[src/rtl/rpm_pkg.sv]
package rpm_pkg;
    localparam int NUM_RAILS = 2;
    localparam int RAIL_LO   = 0;
    localparam int RAIL_HI   = 1;

    typedef enum logic [1:0] {
        CAUSE_NONE     = 2'b00,
        CAUSE_RAIL_LO  = 2'b01,
        CAUSE_RAIL_HI  = 2'b10,
        CAUSE_COMBINED = 2'b11
    } trip_cause_e;

    typedef enum logic [1:0] {
        ST_IDLE    = 2'b00,
        ST_MONITOR = 2'b01,
        ST_TRIPPED = 2'b10
    } mon_state_e;
endpackage

[src/rtl/rpm_rail_capture.sv]
module rpm_rail_capture #(
    parameter int W = 16
) (
    input  logic         clk,
    input  logic         rst_n,
    input  logic         rd_valid,
    input  logic [W-1:0] rd_count,
    output logic [W-1:0] latest
);
    // Holding register; zero until the first reading so an unseen rail adds nothing
    always_ff @(posedge clk) begin
        if (!rst_n) begin
            latest <= '0;
        end else if (rd_valid) begin
            latest <= rd_count;
        end
    end
endmodule

[src/rtl/rpm_limit_compare.sv]
module rpm_limit_compare #(
    parameter int W       = 16,
    parameter int LIM_LO  = 970,
    parameter int LIM_HI  = 3550,
    parameter int LIM_SUM = 3775
) (
    input  logic [W-1:0] lo_val,
    input  logic [W-1:0] hi_val,
    output logic [W:0]   sum,
    output logic         over_lo,
    output logic         over_hi,
    output logic         over_sum
);
    localparam int SUMW = W + 1;
    localparam logic [W-1:0]    LIM_LO_V  = W'(LIM_LO);
    localparam logic [W-1:0]    LIM_HI_V  = W'(LIM_HI);
    localparam logic [SUMW-1:0] LIM_SUM_V = SUMW'(LIM_SUM);

    always_comb begin
        sum      = {1'b0, lo_val} + {1'b0, hi_val};
        over_lo  = lo_val > LIM_LO_V;
        over_hi  = hi_val > LIM_HI_V;
        over_sum = sum > LIM_SUM_V;
    end
endmodule

[src/rtl/rpm_trip_fsm.sv]
module rpm_trip_fsm
    import rpm_pkg::*;
(
    input  logic        clk,
    input  logic        rst_n,
    input  logic        any_valid,
    input  logic        over_lo,
    input  logic        over_hi,
    input  logic        over_sum,
    output logic        shutdown,
    output trip_cause_e cause
);
    mon_state_e  state_q, state_d;
    trip_cause_e cause_q, cause_d;
    trip_cause_e first_cause;

    // Priority encode the violations seen this cycle
    always_comb begin
        if (over_lo) begin
            first_cause = CAUSE_RAIL_LO;
        end else if (over_hi) begin
            first_cause = CAUSE_RAIL_HI;
        end else if (over_sum) begin
            first_cause = CAUSE_COMBINED;
        end else begin
            first_cause = CAUSE_NONE;
        end
    end

    always_comb begin
        state_d = state_q;
        cause_d = cause_q;
        unique case (state_q)
            ST_IDLE: begin
                if (any_valid) begin
                    state_d = ST_MONITOR;
                end
            end
            ST_MONITOR: begin
                if (first_cause != CAUSE_NONE) begin
                    state_d = ST_TRIPPED;
                    cause_d = first_cause;
                end
            end
            ST_TRIPPED: begin
                state_d = ST_TRIPPED;
            end
            default: begin
                state_d = ST_IDLE;
                cause_d = CAUSE_NONE;
            end
        endcase
    end

    // State register
    always_ff @(posedge clk) begin
        if (!rst_n) begin
            state_q <= ST_IDLE;
            cause_q <= CAUSE_NONE;
        end else begin
            state_q <= state_d;
            cause_q <= cause_d;
        end
    end

    // Outputs
    always_comb begin
        shutdown = (state_q == ST_TRIPPED);
        cause    = cause_q;
    end
endmodule

[src/rtl/rail_power_monitor.sv]
module rail_power_monitor
    import rpm_pkg::*;
#(
    parameter int W       = 16,
    parameter int LIM_LO  = 970,
    parameter int LIM_HI  = 3550,
    parameter int LIM_SUM = 3775
) (
    input  logic         clk,
    input  logic         rst_n,
    input  logic         v33_valid,
    input  logic [15:0]  v33_count,
    input  logic         v12_valid,
    input  logic [15:0]  v12_count,
    output logic [15:0]  v33_latest,
    output logic [15:0]  v12_latest,
    output logic [16:0]  sum_out,
    output logic         shutdown_req,
    output logic [1:0]   trip_cause
);
    logic [NUM_RAILS-1:0]        rail_vld;
    logic [NUM_RAILS-1:0][W-1:0] rail_cnt;
    logic [NUM_RAILS-1:0][W-1:0] rail_latest;
    logic                        over_lo, over_hi, over_sum;
    logic [W:0]                  sum_w;
    trip_cause_e                 cause_e;

    assign rail_vld[RAIL_LO] = v33_valid;
    assign rail_vld[RAIL_HI] = v12_valid;
    assign rail_cnt[RAIL_LO] = v33_count;
    assign rail_cnt[RAIL_HI] = v12_count;

    for (genvar g = 0; g < NUM_RAILS; g++) begin : g_rail
        rpm_rail_capture #(.W(W)) u_cap (
            .clk      (clk),
            .rst_n    (rst_n),
            .rd_valid (rail_vld[g]),
            .rd_count (rail_cnt[g]),
            .latest   (rail_latest[g])
        );
    end

    rpm_limit_compare #(
        .W(W), .LIM_LO(LIM_LO), .LIM_HI(LIM_HI), .LIM_SUM(LIM_SUM)
    ) u_cmp (
        .lo_val   (rail_latest[RAIL_LO]),
        .hi_val   (rail_latest[RAIL_HI]),
        .sum      (sum_w),
        .over_lo  (over_lo),
        .over_hi  (over_hi),
        .over_sum (over_sum)
    );

    rpm_trip_fsm u_fsm (
        .clk       (clk),
        .rst_n     (rst_n),
        .any_valid (|rail_vld),
        .over_lo   (over_lo),
        .over_hi   (over_hi),
        .over_sum  (over_sum),
        .shutdown  (shutdown_req),
        .cause     (cause_e)
    );

    assign v33_latest = rail_latest[RAIL_LO];
    assign v12_latest = rail_latest[RAIL_HI];
    assign sum_out    = sum_w;
    assign trip_cause = cause_e;
endmodule

[config.mk]
export PLATFORM = sky130hd
export DESIGN_NAME = rail_power_monitor
export DESIGN_NICKNAME = d
export VERILOG_FILES = /design/src/rtl/rpm_pkg.sv /design/src/rtl/rpm_rail_capture.sv /design/src/rtl/rpm_limit_compare.sv /design/src/rtl/rpm_trip_fsm.sv /design/src/rtl/rail_power_monitor.sv
export SDC_FILE = /design/constraint.sdc
export NUM_CORES = 1
export LEC_CHECK = 0
export ABC_AREA = 1
export BUFFER_PORTS_ARGS = -buffer_cell sky130_fd_sc_hd__buf_4
export CORE_AREA = 2 2 75 77
export CTS_CLUSTER_DIAMETER = 100
export DETAILED_ROUTE_END_ITERATION = 8
export DIE_AREA = 0 0 77 79
export GPL_TIMING_DRIVEN = 0
export PLACE_DENSITY = 0.89
export SYNTH_ARGS = -nofsm -noshare
export SYNTH_HDL_FRONTEND = slang
export SYNTH_SLANG_ARGS = --single-unit
[constraint.sdc]
create_clock -name clk -period 2.8 [get_ports clk]
set_input_delay 0.7 -clock clk [delete_from_list [all_inputs] [get_ports clk]]
set_output_delay 0.7 -clock clk [all_outputs]
set_load 0.02 [all_outputs]
**Yosys cells after proc, flatten, opt, wreduce, memory -nomap -nowiden**

Cells that the tools add are included.

- Flip-flop bits (word level): 36
- Logic and storage cells: 27

- Reduce and logical (&&, ||, !) cells: 6
- Muxes and demuxes: 8
- $lt $le $gt $ge: 3
- Equality and inequality tests: 4
- $add $sub $neg: 1
- Bitwise gates (word level): 1

Operator list:

| operator | number |
|---|---|
| 16-bit by 16-bit adder with 17-bit output | 1 |
| 17-bit by 12-bit > comparator with 1-bit output (second input constant) | 1 |
| 16-bit by 10-bit > comparator with 1-bit output (second input constant) | 1 |
| 16-bit by 12-bit > comparator with 1-bit output (second input constant) | 1 |
| 2-bit two-way mux | 6 |
| 2-bit one-hot mux with 3 select lines | 1 |
| 2-bit by 1-bit != test with 1-bit output (second input constant) | 2 |
| 2-bit one-hot mux with 2 select lines | 1 |
| 2-bit AND reduction | 2 |
| 2-bit OR reduction | 2 |
| 2-bit by 1-bit == test with 1-bit output (second input constant) | 1 |
| 2-bit == test (second input constant) | 1 |
| 2-bit zero test | 1 |
| 2-bit nonzero test | 1 |
| 1-bit NOT | 1 |

**Logic depth before layout (Yosys ltp)**

- Depth after elaboration: 8
- Gate-level depth with buffers: 19
- Depth with buffers taken out: 19

**Modules after synthesis**

Synthesis repeated with hierarchy kept, for this count alone.

- Cell total of the unflattened synthesis: 489
- Area, all modules: 2892.8 um^2

Modules (own cells, without submodules):

| module | seq. area each (um^2) | area an instance (um^2) | cells an instance | instances |
|---|---|---|---|---|
| rpm_rail_capture | 320.3 | 674.4 | 101 | 2 |
| rpm_limit_compare | 0.0 | 1287.5 | 248 | 1 |
| rpm_trip_fsm | 80.1 | 245.2 | 36 | 1 |
| rail_power_monitor | 0.0 | 11.3 | 3 | 1 |

**Least setup slack after synthesis**

OpenSTA, ideal clock, no wires.

- Path kind: register to output
- Start: reg g_rail[1].u_cap.latest[0]
- End: out sum_out[16]
- Stages on the path, launching flop included: 11
- Arrival: 1.768 ns
- Buffers on the path: 0
- Data required time: 2.100 ns
- Path slack: 0.332 ns
- Cells stage by stage: dfxtp_1 -> ha_1 -> inv_1 -> fa_1 -> inv_2 -> nand3_1 -> nand3_1 -> nand2_1 -> nand3_1 -> a21oi_1 -> inv_1

- Longest elaborated chain between the ends: 1

Ends and longest elaborated chain:

| element | RTL line | source |
|---|---|---|
| start: declaration | rpm_rail_capture.sv:8 | `output logic [W-1:0] latest` |
| start signal: assignment | rpm_rail_capture.sv:15 | `latest <= rd_count;` |
| 16-bit by 16-bit adder with 17-bit output | rpm_limit_compare.sv:20 | `sum = {1'b0, lo_val} + {1'b0, hi_val};` |
| end: declaration | rail_power_monitor.sv:17 | `output logic [16:0] sum_out,` |

No other way between the ends.

**Final worst setup path**

- Start: reg g_rail[1].u_cap.latest[0]
- End: out sum_out[12]

Same word-level chain as after synthesis.

==> qor.yml <==
status: "finished, final reports clean"
numCtsBuffers: 5
p_leak_nw: 1.92
layout_common_cells: "100 x nand2_1, 90 x buf_4, 66 x inv_1"
crit_path_start_kind: "register"
max_freq_ghz: 0.369
max_stage_delay_ns: 0.42
ir_worst_vdd_v: 0.000437
tightest_slew_ns: 0.525
timing.max_cap.violations: 0
synth_area_mm2: 0.00258
route.detailed.wl_per_inst_um: 13.6
start_util: 0.484
gp_congestion: 0.890
end_kind: "output pin"
synth_area_leaders: "dfxtp_1 28%, nand2_1 15%, inv_1 9.7%, nor2_1 9.4%, ha_1 9.2%"
critPathTopFamily: "adder cells"
cts_tree: "yes"
crit_buf_inv: 4
port_buffers: 86
finalHoldViolations: 0
arrival_ns: 2.01
setup_viol: 0
antenna_found_initial: 0
drc: 0
synth_top_area_frac: 0.279
ys_seq_elements: 36
slew_viol_final: 0
avgSynthCellArea_um2: 6.15
dp_cells: 578
grt_pass1_wl_mm: 12.2
final_common_cell: "nand2_1"
die_area_mm2: 0.00608
drive_above_1_share: 0.280
first_global_vias: 2824
max_slew_margin: 0.650
min_period_ns: 2.71
firstDrtPassIters: 6
cts-root-buf: "clkbuf_8"
hp-class: "reg2reg"
critPathRequiredTime_ns: 2.10
core_mm2: 0.00534
drtIter0Drc: 250
n_antenna_cell: 0
synth_cell_type_count: 32
clock-skew-final_ns: 0.00478
crit_path_top_delay_cell: "fa_2"
clock_latency_ns: 0.29
yosys.area.top_type: "dfxtp_1"
grtUsageTotal: 0.248
finalNonFillerCells: 590
seq_area_frac_synth: 0.279
fin_crit_sh: 0.967
dr_total_vias: 3089
antenna_left: 0
rows: 27
yosys_warnings: 0
syn_to_final_growth_pct: 40.1
cts_buffer_depth: 2
worstPathCellList: "ha_4 > inv_2 > fa_2 > inv_2 > nand3_2 > nand3_4 > nand2_1 > nand3_1 > nand2_1 > nand2_2 > inv_1 > buf_4"
synth_cells: 420
die_y_um: 79
utilization: 0.678
crit_type: "reg2out"
grt_overflow: 0
crit_path_max_fanout: 4
clkTransAtPathRegs_ns: 0.08
avgViaCountPerCell: 5.24
ios: 88
syn_nets: 476
hpwl_mm: 5.83
fin_nets: 573
grt_max_degree: 13
drt-total-wl_mm: 8.04
cts.sinks: 36
die_x_um: 77
power.density_mw_per_mm2: 499
cts_max_level: 2
[path summary, 6_finish.rpt]
check             cells after the start                 startpoint             end  slack, ns
hold / removal                        1             u_fsm.cause[1]  u_fsm.cause[1]       0.48
setup reg to reg                     17  g_rail[1].u_cap.latest[0]  u_fsm.cause[0]       0.43
setup / recovery                     12  g_rail[1].u_cap.latest[0]     sum_out[12]       0.09
hold reg to reg                       1             u_fsm.cause[1]  u_fsm.cause[1]       0.48
[cells in the mapped netlist]
cell type,n
inv_2,2
inv_1,67
nor3_1,1
nor2_4,1
nor4_1,1
nand2_1,106
clkinv_1,1
fa_1,1
o21bai_1,2
or2_1,1
nand2_2,4
a21oi_1,23
nor2_2,2
nor2_1,65
a31oi_1,1
clkbuf_1,6
nor3_2,1
buf_1,2
dfxtp_1,36
o21ai_1,1
xor2_1,3
ha_1,19
and2_1,2
nand4_1,7
nand3b_1,1
and3_1,1
o21ai_0,33
nand3_2,5
nand3_1,20
o21a_1,2
o31ai_1,1
xnor2_1,2
[worst reg2reg max path: cells and delay by family (launching register included)]
family | cells | cell delay [ns]
adder cells (fa/ha/maj) | 2 | 0.57
buffers and inverters | 3 | 0.26
flip-flops | 1 | 0.39
XOR/XNOR | 1 | 0.18
AND/OR/NAND/NOR | 11 | 0.88
[state kept, by name (all words and copies together), names as in the netlist]
| register | flops |
|---|---|
| g_rail.u_cap.latest | 32 |
| u_fsm.cause | 2 |
| u_fsm.state_q | 2 |
[cells by family (layout without fill, tap and decap cells)]
| kind of cell | after synthesis | after routing | share of synthesized area |
|---|---|---|---|
| compound gates | 63 | 63 | 0.127 |
| xor+xnor | 5 | 5 | 0.0170 |
| fa+ha+maj | 20 | 20 | 0.0998 |
| buf+inv | 78 | 176 | 0.113 |
| flops | 36 | 36 | 0.279 |
| simple gates | 218 | 218 | 0.363 |
[layout make-up]
type	instances	area [um2]
inverter	70	263
fill	443	1720
tap	72	90.1
timing repair buffer	90	676
clock inverter	3	42.5
sequential	36	736
clock buffer	5	68.8
buffer	8	30.0
multi-input combinational	306	1710
[stage by stage]
step	TNS [ns]	setup WS (ns)	hold slack (ns)	cell area (um2)	total power [mW]
global placement	0	0.175	0.459	3320	1.28
finish	0	0.0930	0.480	3620	1.80
floorplan	0	0.332	0.474	2580	1.04
CTS	0	0.00351	0.482	3440	1.74
detailed placement	0	0.157	0.463	3320	1.29
global route	-0.0504	-0.0157	0.521	3620	1.91
[power breakdown]
part | internal [mW] | switching, mW | total, mW
Sequential | 0.564 | 0.0574 | 0.622
Combinational | 0.301 | 0.418 | 0.719
Clock | 0.264 | 0.200 | 0.464
[routing by layer]
layer / vias to the layer above / wire, um / GRT usage / part of all wire
li1: 1518 / - / - / -
met1: 1394 / 3290 / 0.301 / 0.41
met2: 154 / 3940 / 0.455 / 0.49
met3: 23 / 650 / 0.0307 / 0.081
met4: 0 / 167 / 0.0786 / 0.021
met5: - / 0 / 0 / 0
[what timing repair did]
item	in CTS	in global routing
resized for setup	5	34
hold buffers	0	0
endpoints found under the setup margin	4	7
pin swaps	0	2
setup buffers	0	4
Note: power is estimated with default switching activity, not from simulation.
